File: src/rtl/seg7_pkg.sv
package seg7_pkg;

    localparam int SEG_W  = 7;
    localparam int CODE_W = 4;
    localparam int DIGITS = 10;

    typedef enum logic [1:0] {
        MODE_GLYPH = 2'd0,
        MODE_LAMP  = 2'd1,
        MODE_DARK  = 2'd2
    } drive_mode_e;

    // Lit-segment mask, bit 0 = a ... bit 6 = g, 1 = lit
    function automatic logic [SEG_W-1:0] glyph_mask(input logic [CODE_W-1:0] code);
        logic [SEG_W-1:0] m;
        case (code)
            4'd0:    m = 7'b0111111;
            4'd1:    m = 7'b0000110;
            4'd2:    m = 7'b1011011;
            4'd3:    m = 7'b1001111;
            4'd4:    m = 7'b1100110;
            4'd5:    m = 7'b1101101;
            4'd6:    m = 7'b1111101;
            4'd7:    m = 7'b0000111;
            4'd8:    m = 7'b1111111;
            4'd9:    m = 7'b1101111;
            default: m = '0;
        endcase
        return m;
    endfunction

endpackage

File: src/rtl/seg7_glyph_rom.sv
module seg7_glyph_rom
    import seg7_pkg::*;
(
    input  logic [CODE_W-1:0] code_i,
    output logic [SEG_W-1:0]  lit_o,
    output logic              is_zero_o,
    output logic              valid_o
);
    typedef struct packed {
        logic [SEG_W-1:0] lit;
        logic             is_zero;
        logic             valid;
    } rom_out_t;

    rom_out_t rom_d;

    always_comb begin
        rom_d.lit     = glyph_mask(code_i);
        rom_d.is_zero = (code_i == '0);
        rom_d.valid   = (code_i < CODE_W'(DIGITS));
    end

    assign lit_o     = rom_d.lit;
    assign is_zero_o = rom_d.is_zero;
    assign valid_o   = rom_d.valid;

    always_comb begin
        AST_INVALID_UNLIT: assert (rom_d.valid || (rom_d.lit == '0)) else $error("invalid code lit");
    end
endmodule

File: src/rtl/seg7_blank_ctrl.sv
module seg7_blank_ctrl
    import seg7_pkg::*;
(
    input  logic        lt_n_i,
    input  logic        rbi_n_i,
    input  logic        bi_n_i,
    input  logic        is_zero_i,
    output drive_mode_e mode_o,
    output logic        rbo_n_o
);
    typedef struct packed {
        drive_mode_e mode;
        logic        rbo_n;
    } ctl_t;

    ctl_t ctl_d;

    always_comb begin
        ctl_d.rbo_n = !(!rbi_n_i && lt_n_i && is_zero_i);
        if (!bi_n_i)
            ctl_d.mode = MODE_DARK;
        else if (!lt_n_i)
            ctl_d.mode = MODE_LAMP;
        else if (!ctl_d.rbo_n)
            ctl_d.mode = MODE_DARK;
        else
            ctl_d.mode = MODE_GLYPH;
    end

    assign mode_o  = ctl_d.mode;
    assign rbo_n_o = ctl_d.rbo_n;
endmodule

File: src/rtl/seg7_out_drive.sv
module seg7_out_drive
    import seg7_pkg::*;
(
    input  drive_mode_e      mode_i,
    input  logic [SEG_W-1:0] lit_i,
    output logic [SEG_W-1:0] seg_n_o
);
    for (genvar s = 0; s < SEG_W; s++) begin : g_seg
        always_comb begin
            case (mode_i)
                MODE_DARK:  seg_n_o[s] = 1'b1;
                MODE_LAMP:  seg_n_o[s] = 1'b0;
                default:    seg_n_o[s] = ~lit_i[s];
            endcase
        end
    end
endmodule

File: src/rtl/seg7_blank_decoder.sv
module seg7_blank_decoder
    import seg7_pkg::*;
(
    input  logic [3:0] bcd_i,
    input  logic       lt_n_i,
    input  logic       rbi_n_i,
    input  logic       bi_n_i,
    output logic [6:0] seg_n_o,
    output logic       rbo_n_o
);
    logic [SEG_W-1:0] lit_d;
    logic             is_zero_d;
    logic             valid_d;
    drive_mode_e      mode_d;

    seg7_glyph_rom i_rom (
        .code_i    (bcd_i),
        .lit_o     (lit_d),
        .is_zero_o (is_zero_d),
        .valid_o   (valid_d)
    );

    seg7_blank_ctrl i_ctl (
        .lt_n_i    (lt_n_i),
        .rbi_n_i   (rbi_n_i),
        .bi_n_i    (bi_n_i),
        .is_zero_i (is_zero_d),
        .mode_o    (mode_d),
        .rbo_n_o   (rbo_n_o)
    );

    seg7_out_drive i_drv (
        .mode_i  (mode_d),
        .lit_i   (lit_d),
        .seg_n_o (seg_n_o)
    );

    always_comb begin
        AST_BLANK_DARK: assert (bi_n_i || (seg_n_o == '1)) else $error("blank not dark");
        AST_LAMP_ALL_ON: assert (!(bi_n_i && !lt_n_i) || (seg_n_o == '0)) else $error("lamp test not lit");
        AST_RBO_ZERO_DARK: assert (rbo_n_o || (is_zero_d && (seg_n_o == '1))) else $error("ripple blank wrong");
        AST_GLYPH_MULTI: assert (!(valid_d && bi_n_i && lt_n_i && rbo_n_o) || ($countones(~seg_n_o) >= 2)) else $error("glyph too few segments");
        AST_INVALID_DARK: assert (valid_d || !(bi_n_i && lt_n_i) || (seg_n_o == '1)) else $error("invalid code lit");
    end
endmodule

File: config.mk
export PLATFORM = sky130hd
export DESIGN_NAME = seg7_blank_decoder
export DESIGN_NICKNAME = d
export VERILOG_FILES = /design/src/rtl/seg7_pkg.sv /design/src/rtl/seg7_glyph_rom.sv /design/src/rtl/seg7_blank_ctrl.sv /design/src/rtl/seg7_out_drive.sv /design/src/rtl/seg7_blank_decoder.sv
export SDC_FILE = /design/constraint.sdc
export NUM_CORES = 1
export LEC_CHECK = 0
export ABC_CLOCK_PERIOD_IN_PS = 1900
export BUFFER_PORTS_ARGS = -buffer_cell sky130_fd_sc_hd__clkbuf_2
export CAP_MARGIN = 0
export CORE_AREA = 5 5 42 44
export DETAILED_ROUTE_END_ITERATION = 16
export DIE_AREA = 0 0 47 49
export SLEW_MARGIN = 20
export SYNTH_ARGS = -nofsm -noshare
export SYNTH_HDL_FRONTEND = slang
export SYNTH_SLANG_ARGS = --single-unit
File: constraint.sdc
create_clock -name vclk -period 1.9
set_input_delay 0.285 -clock vclk [all_inputs]
set_output_delay 0.285 -clock vclk [all_outputs]
set_load 0.05 [all_outputs]
==> impl_metrics.env, run 1 <==
export IMPL_crit_path_max_fanout=4
export IMPL_yosysTopAreaCell="ha_1"
export IMPL_p_comb_frac=1.000
export IMPL_powerDensity_nw_per_um2=458.2
export IMPL_power_leakage_nw=0.3230
export IMPL_fmax_ghz=0.4447
export IMPL_muxShareOfSynthArea=0
export IMPL_drt_pass1_iterations=1
export IMPL_cpLargestDelayFamily="simple AND/OR/NAND/NOR gates"
export IMPL_p_sw_uw=169.3
export IMPL_synth_area_leaders="ha_1 (30%), o21ai_0 (12%), a21oi_1 (10%), inv_1 (9.1%), nand2_1 (6.1%)"
export IMPL_synth_commonest_cells="ha_1 (6), inv_1 (6), o21ai_0 (6), a21oi_1 (5), nand2_1 (4)"
export IMPL_die_w_um=47
export IMPL_hold_depth=4
export IMPL_final_setup_worst_slack_ns=-0.3487
export IMPL_diodes=0
export IMPL_rsz0062_at_grt="yes"
export IMPL_synth_top_family_by_area="compound AO/OA/AOI/OAI gates"
export IMPL_postLayoutCoreUtil=0.5214
export IMPL_drc=0
export IMPL_yosysUniqueCellTypes=14
export IMPL_grt_overflow=0
export IMPL_critPathArrivalTime_ns=1.96
export IMPL_syn_nets=51
export IMPL_peakVddDrop_uv=148.4
export IMPL_wl_um=836
export IMPL_die_h_um=49
export IMPL_grt_util_all_layers=0.08561
export IMPL_crit_cells=12
export IMPL_drv_slew=0
export IMPL_worst_pin_slew_ns=0.2751
export IMPL_vias=351
export IMPL_cp_start_kind="primary input"
export IMPL_critPathBufInv=4
export IMPL_timing_critical_path_slowest_stage_cell="or4_4"
export IMPL_ys_warnings_count=0
export IMPL_ios=15
export IMPL_min_from="bcd_i[3]"
export IMPL_synth_compound_area_share=0.3198
export IMPL_place_ws_ns=-0.5164
export IMPL_fp_dieArea_um2=2303
export IMPL_finalSetupViolCount=7
export IMPL_drt_met1_wl_um=247
export IMPL_holdPathEnd="seg_n_o[2]"
export IMPL_ys_seq_area_frac=0
export IMPL_ant_nets=0
export IMPL_portBuffers=15
export IMPL_wl_per_cell_um=10.45
export IMPL_row_count=14
export IMPL_end_kind="output pin"
export IMPL_via_per_inst=4.388
export IMPL_place_congestion=0.6931
export IMPL_netlist_area_leader_share=0.3046
export IMPL_clkPwrFrac=0
export IMPL_n_clock_buffer=0
export IMPL_dp_hpwl_um=717.6
export IMPL_worst_hold_slack_ns=1.009
export IMPL_finalCritPeriodShare=1.184
export IMPL_initial_utilization=0.1759
export IMPL_seq_power_share=0
export IMPL_highest_layer="met3"
export IMPL_syn_to_final_growth_pct=196.4
export IMPL_cp_cell_sequence="clkbuf_16 > inv_16 > ha_4 > nand2_2 > or4_4 > nand2_4 > ha_4 > nand2b_4 > o21a_4 > buf_12 > o21ai_4 > buf_12"
export IMPL_p_sw_frac=0.5057
export IMPL_grt_pass1_vias=372
export IMPL_syn_area_um2=246.5
export IMPL_p_int_uw=165.5
export IMPL_hp_class="primary input to output pin"
export IMPL_synthSimpleGateAreaFrac=0.2386
export IMPL_cp_data_required_time_ns=1.62
export IMPL_violations="setup timing"
export IMPL_route_met2_wl_um=579
export IMPL_nets=79
export IMPL_relSlewSlack=0.8174
export IMPL_maxCapViolations=0
export IMPL_syn_avg_cell_area_um2=6.486
export IMPL_syn_inst=38
export IMPL_synth_xor_area_share=0
export IMPL_synth_adder_area_share=0.3046
export IMPL_critical_path_max_stage_delay_ns=0.43
export IMPL_coreArea_um2=1401
export IMPL_critPathKind="primary input to output pin"
export IMPL_grt_antenna_before_repair=0
export IMPL_finalHoldViolations=0
export IMPL_fin_crit_ns=2.249
export IMPL_seq_cell_count=0
export IMPL_drtIter0Drc=0
export IMPL_register_area_um2=0
export IMPL_wl_met3_um=10
export IMPL_status="finished with violations"
export IMPL_grt_max_degree=12
export IMPL_grt_pass1_wl_um=1531
export IMPL_ctsHoldBuffers=0
export IMPL_layout_drive_gt1_share=0.7344
metal layers:
layer,track usage,vias to the layer above
met5,0,-
met4,0,0
met2,0.1923,2
met1,0.08043,166
met3,0,0
li1,-,183
power by group through the flow:
stage | logic, mW | registers, mW | clock network [mW]
after floorplan | 0.178 | 0 | 0
after global placement | 0.305 | 0 | 0
after detailed placement | 0.307 | 0 | 0
after CTS | 0.335 | 0 | 0
after global routing | 0.353 | 0 | 0
final | 0.335 | 0 | 0
metrics by stage:
step                setup TNS, ns  area (um^2)  total power [mW]  instances
floorplan                  -1.738        401.6            0.1784         38
CTS                        -2.250        726.9            0.3348         80
finish                     -2.086        730.7            0.3348         80
detailed placement         -3.464        655.6            0.3073         79
global route               -2.646        730.7            0.3534         80
global placement           -3.372        655.6            0.3047         79
worst max path at each step:
stage	to	start	slack (ns)
after global routing	seg_n_o[3]	bcd_i[1]	-0.43
after detailed placement	seg_n_o[2]	bcd_i[1]	-0.52
after global placement	seg_n_o[2]	bcd_i[1]	-0.51
after CTS	seg_n_o[3]	bcd_i[1]	-0.37
final	seg_n_o[3]	bcd_i[1]	-0.35
after floorplan	seg_n_o[2]	bcd_i[1]	-0.34
final cells by class:
type,count,area [um^2]
Fill cell,140,670.6
Multi-Input combinational cell,31,352.8
Timing Repair Buffer,27,311.5
Inverter,6,46.29
Tap cell,16,20.02
layout by cell type (no fill, tap or decap), types with 2 or more instances in the layout:
cell type / synthesis / final
buf_4: 0 / 11
clkbuf_2: 0 / 6
buf_12: 0 / 6
a21oi_1: 5 / 5
o21ai_4: 0 / 5
inv_1: 6 / 4
ha_1: 6 / 4
nand2_2: 1 / 3
nand2_4: 0 / 2
nor2_1: 2 / 2
ha_4: 0 / 2
clkbuf_16: 0 / 2
logic make-up after synthesis:
family	Yosys count
simple gates	11
compound gates	14
buf+inv	7
fa+ha+maj	6
what timing repair did:
action	CTS	global route
setup endpoints to repair	7	7
setup buffers	1	0
gates cloned	0	0
pin swaps	5	1
hold endpoints to repair	0	0
resized for setup	11	2
Note: power is estimated with default switching activity, not from simulation.
==> run 2: changes to the inputs <==
REMOVE_ABC_BUFFERS = 1   (was unset)
==> run 2 against run 1 <==
The run still ends with setup timing left. Utilization is 6.6 points lower. Global-route usage is 1.5 points lower. Cell area is 13% lower. First-iteration DRC count stayed put. Power is 13% lower. Critical path type unchanged. Critical endpoint is now seg_n_o[2].
==> impl_metrics.env, run 2 (synthesis results as in run 1) <==
export IMPL_row_count=14
export IMPL_grtUsageMet3=0
export IMPL_timing_critical_path_slowest_stage_cell="or4_4"
export IMPL_finalCritPeriodShare=1.153
export IMPL_seq_cell_count=0
export IMPL_dp_hpwl_um=570.4
export IMPL_via_per_inst=4.304
export IMPL_initial_utilization=0.1759
export IMPL_syn_to_final_growth_pct=158.9
export IMPL_ant_nets=0
export IMPL_cp_cell_sequence="buf_8 > inv_6 > ha_4 > nand2_2 > or4_4 > nand2_4 > ha_4 > nand2b_4 > o21a_4 > o31ai_4 > buf_6"
export IMPL_grt_antenna_before_repair=0
export IMPL_power_leakage_nw=0.2891
export IMPL_grt_pass1_vias=317
export IMPL_fmax_ghz=0.4567
export IMPL_layout_drive_gt1_share=0.6984
export IMPL_grt_util_all_layers=0.07018
export IMPL_critPathArrivalTime_ns=1.90
export IMPL_final_setup_worst_slack_ns=-0.2898
export IMPL_finalSetupViolCount=7
export IMPL_fin_crit_ns=2.190
export IMPL_cp_start_kind="primary input"
export IMPL_ios=15
export IMPL_finalHoldViolations=0
export IMPL_worst_pin_slew_ns=0.2808
export IMPL_crit_top_cell="ha_4"
export IMPL_die_w_um=47
export IMPL_register_area_um2=0
export IMPL_diodes=0
export IMPL_maxCapViolations=0
export IMPL_powerDensity_nw_per_um2=457.8
export IMPL_drtIter0Drc=0
export IMPL_hp_class="primary input to output pin"
export IMPL_critPathKind="primary input to output pin"
export IMPL_grt_max_degree=12
export IMPL_crit_path_max_fanout=5
export IMPL_die_h_um=49
export IMPL_rsz0062_at_grt="yes"
export IMPL_grtUsageMet1=0.09130
export IMPL_relSlewSlack=0.8128
export IMPL_layout_common_cells="buf_4 (10), clkbuf_2 (6), a21oi_1 (5)"
export IMPL_peakVddDrop_uv=122.4
export IMPL_postLayoutCoreUtil=0.4554
export IMPL_grt_overflow=0
export IMPL_cp_data_required_time_ns=1.62
export IMPL_drc=0
export IMPL_place_congestion=0.7134
export IMPL_stdcell_count=79
export IMPL_grt_pass1_wl_um=1304
export IMPL_wl_per_cell_um=10.58
export IMPL_portBuffers=15
export IMPL_tns_ns=-1.832
export IMPL_vias=340
export IMPL_status="finished with violations"
export IMPL_fillCellCount=145
export IMPL_fp_dieArea_um2=2303
export IMPL_use_met2=0.1312
export IMPL_place_inst=76
export IMPL_grt_busiest_layer="met2"
export IMPL_drt_pass1_iterations=1
export IMPL_nets=78
export IMPL_violations="setup timing"
export IMPL_drv_slew=0
export IMPL_final_common_cell="buf_4"
export IMPL_end_kind="output pin"
export IMPL_n_clock_buffer=0
export IMPL_critical_path_max_stage_delay_ns=0.44
export IMPL_wl_um=836
export IMPL_coreArea_um2=1401
[run 2: cell count changes in the layout (fill, tap and decap cells not counted), moves of 2 or more]
cell / delta
buf_12: -2
buf_8: +2
buf_6: +3
o21ai_4: -2
o21ai_2: +2
clkbuf_16: -2
[run 2: per-layer routing]
layer,part of all wire,up-vias
met5,0,-
met4,0,0
met3,0.028,0
met2,0.60,5
met1,0.37,155
li1,-,180
[run 2: power breakdown]
group / leakage [nW] / total, mW / internal [mW] / switching, mW
clock network: 0 / 0 / 0 / 0
registers: 0 / 0 / 0 / 0
logic: 0.289 / 0.292 / 0.136 / 0.156
[run 2: final cells by class]
type / instances / area (um^2) / share of cell area
repair buffers: 26 / 264.0 / 0.4137
well taps: 16 / 20.02 / 0.03137
multi-input cells: 31 / 324.1 / 0.5078
inverters: 6 / 30.03 / 0.04706
[run 2: worst max-delay path, delay by kind of cell]
family	cells	cell delay, ns
adders and majority gates	2	0.34
AOI/OAI and AO/OA	2	0.22
and+or+nand+nor	4	0.72
buffers and inverters	3	0.34
[run 2: timing repair]
action                     4_1_cts  5_1_grt
setup endpoints to repair        7        7
pin swaps                        3        1
hold buffers                     0        0
resized for setup               23       21
buffers inserted                 2        1
[run 2: through the flow]
step	cell area, um^2	total power, mW	worst slack [ns]	hold slack, ns
after floorplan	235.2	0.1148	-1.017	0.7674
after global placement	450.4	0.2111	-0.5281	1.024
after detailed placement	450.4	0.2124	-0.5567	1.027
after CTS	543.0	0.2539	-0.3337	1.028
after global routing	638.1	0.3092	-0.3544	1.033
final	638.1	0.2921	-0.2898	1.010
[run 2: path summary, 6_finish.rpt]
| kind | startpoint | endpoint | slack [ns] | cells past startpoint |
|---|---|---|---|---|
| worst max-delay path | bcd_i[1] | seg_n_o[2] | -0.29 | 11 |
| worst min-delay path | bcd_i[3] | seg_n_o[2] | 1.01 | 4 |
==> run 3: changes to the inputs <==
--- a/config.mk
+++ b/config.mk
@@ -7,9 +7,9 @@
 export LEC_CHECK = 0
 export ABC_CLOCK_PERIOD_IN_PS = 1900
-export BUFFER_PORTS_ARGS = -buffer_cell sky130_fd_sc_hd__clkbuf_2
 export CAP_MARGIN = 0
 export CORE_AREA = 5 5 42 44
 export DETAILED_ROUTE_END_ITERATION = 16
 export DIE_AREA = 0 0 47 49
+export DONT_BUFFER_PORTS = 1
 export REMOVE_ABC_BUFFERS = 1
 export SLEW_MARGIN = 20
==> constraint.sdc (replaced) <==
create_clock -name vclk -period 1.9
set_input_delay 0.285 -clock vclk [all_inputs]
set_output_delay 0.285 -clock vclk [all_outputs]
set_load 0.005 [all_outputs]
==> run 3 against run 2 <==
The run now ends clean. Count of clock-buffer cells in the layout is the same. Maximum frequency grew 17%. Worst hold slack lost 0.39 ns. Cell area shrank 24%. Critical path depth shrank 2. Cell count shrank 23%. First-iteration DRC count is the same. Utilization shrank 11 points. Highest routed layer unchanged.
==> impl_metrics.env, run 3 (synthesis results as in run 1) <==
export IMPL_drt_pass1_iterations=1
export IMPL_diodes=0
export IMPL_grt_antenna_before_repair=0
export IMPL_die_h_um=49
export IMPL_ctsHoldBuffers=0
export IMPL_initial_utilization=0.1759
export IMPL_via_per_inst=4.607
export IMPL_placed_cell_area_um2=300.3
export IMPL_maxCapViolations=0
export IMPL_crit_path_max_fanout=5
export IMPL_cp_start_kind="primary input"
export IMPL_cp_data_required_time_ns=1.62
export IMPL_grt_pass1_wl_um=1138
export IMPL_portBuffers=0
export IMPL_grt_util_all_layers=0.06456
export IMPL_coreArea_um2=1401
export IMPL_worst_pin_slew_ns=0.2678
export IMPL_grt_overflow=0
export IMPL_layout_common_cells="buf_4 (8), a21oi_1 (5), inv_1 (4), ha_1 (4)"
export IMPL_end_kind="output pin"
export IMPL_n_clock_buffer=0
export IMPL_place_inst=59
export IMPL_finalHoldViolations=0
export IMPL_postLayoutCellArea_um2=484.2
export IMPL_final_common_cell="buf_4"
export IMPL_dp_hpwl_um=576.7
export IMPL_row_count=14
export IMPL_fillCellCount=157
export IMPL_fp_dieArea_um2=2303
export IMPL_ant_nets=0
export IMPL_drc=0
export IMPL_seq_cell_count=0
export IMPL_fin_crit_ns=1.868
export IMPL_power_leakage_nw=0.1961
export IMPL_place_congestion=0.6997
export IMPL_tns_ns=0
export IMPL_rsz0062_at_grt="yes"
export IMPL_powerDensity_nw_per_um2=242.4
export IMPL_wl_um=820
export IMPL_drv_slew=0
export IMPL_peakVddDrop_uv=60.04
export IMPL_wl_per_cell_um=13.44
export IMPL_nets=60
export IMPL_vias=281
export IMPL_layout_drive_gt1_share=0.5778
export IMPL_relSlewSlack=0.8214
export IMPL_register_area_um2=0
export IMPL_grt_pass1_vias=253
export IMPL_status="finished clean"
export IMPL_drtIter0Drc=0
export IMPL_critPathKind="primary input to output pin"
export IMPL_critPathArrivalTime_ns=1.58
export IMPL_fmax_ghz=0.5353
export IMPL_die_w_um=47
export IMPL_stdcell_count=61
export IMPL_finalSetupViolCount=0
export IMPL_finalCritPeriodShare=0.9832
export IMPL_hp_class="primary input to output pin"
export IMPL_syn_to_final_growth_pct=96.45
export IMPL_ios=15
export IMPL_grt_max_degree=13
[run 3: changes by cell type in the layout (fill, tap and decap cells not counted), sizes merged]
cell    previous run  this run
buf               20         8
clkbuf             6         0
clkinv             0         2
inv                6         4
[run 3: timing repair]
action / in CTS / in global routing
endpoints found under the setup margin: 7 / 7
gates resized for setup: 34 / 7
pin swaps: 6 / 6
buffers inserted: 1 / 1
[run 3: routing by layer]
layer	global-route usage	wire [um]	up-vias	share of wire
met3	0.02583	60	0	0.073
met5	0	0	-	0
met2	0.1380	503	5	0.61
met1	0.05217	256	135	0.31
met4	0	0	0	0
li1	-	-	141	-
[run 3: power breakdown]
group          switching, mW  internal, mW  leakage, nW
Sequential                 0             0            0
Clock                      0             0            0
Combinational         0.0571        0.0603        0.196
[run 3: worst paths after layout]
check | cells after the start | slack [ns] | from | end
worst min-delay path | 1 | 0.62 | bcd_i[2] | seg_n_o[2]
worst max-delay path | 9 | 0.03 | bcd_i[0] | seg_n_o[6]
[run 3: area by class of cell]
class | count | area [um^2] | share of cell area
timing repair buffer | 8 | 60.06 | 0.1240
multi-input combinational | 31 | 329.1 | 0.6796
inverter | 6 | 75.07 | 0.1550
tap | 16 | 20.02 | 0.04134
[run 3: stage by stage]
step	setup slack, ns	util	total power [mW]	hold WS (ns)
after global placement	-0.1335	0.2143	0.06297	0.6543
after detailed placement	-0.1559	0.2143	0.06354	0.6534
after global routing	-0.01839	0.3455	0.1280	0.6230
after CTS	-0.01857	0.3036	0.1051	0.6277
after floorplan	-0.1288	-	0.04249	0.6322
final	0.03199	0.3455	0.1174	0.6214
[run 3: worst max-delay path: stages]
cell and delay, ns:
clkinv_16 0.03, ha_4 0.12, nand2_2 0.04, or4_4 0.43, nand2_4 0.09, ha_4 0.21, nand2b_4 0.14, o21a_4 0.16
o21ai_2 0.08
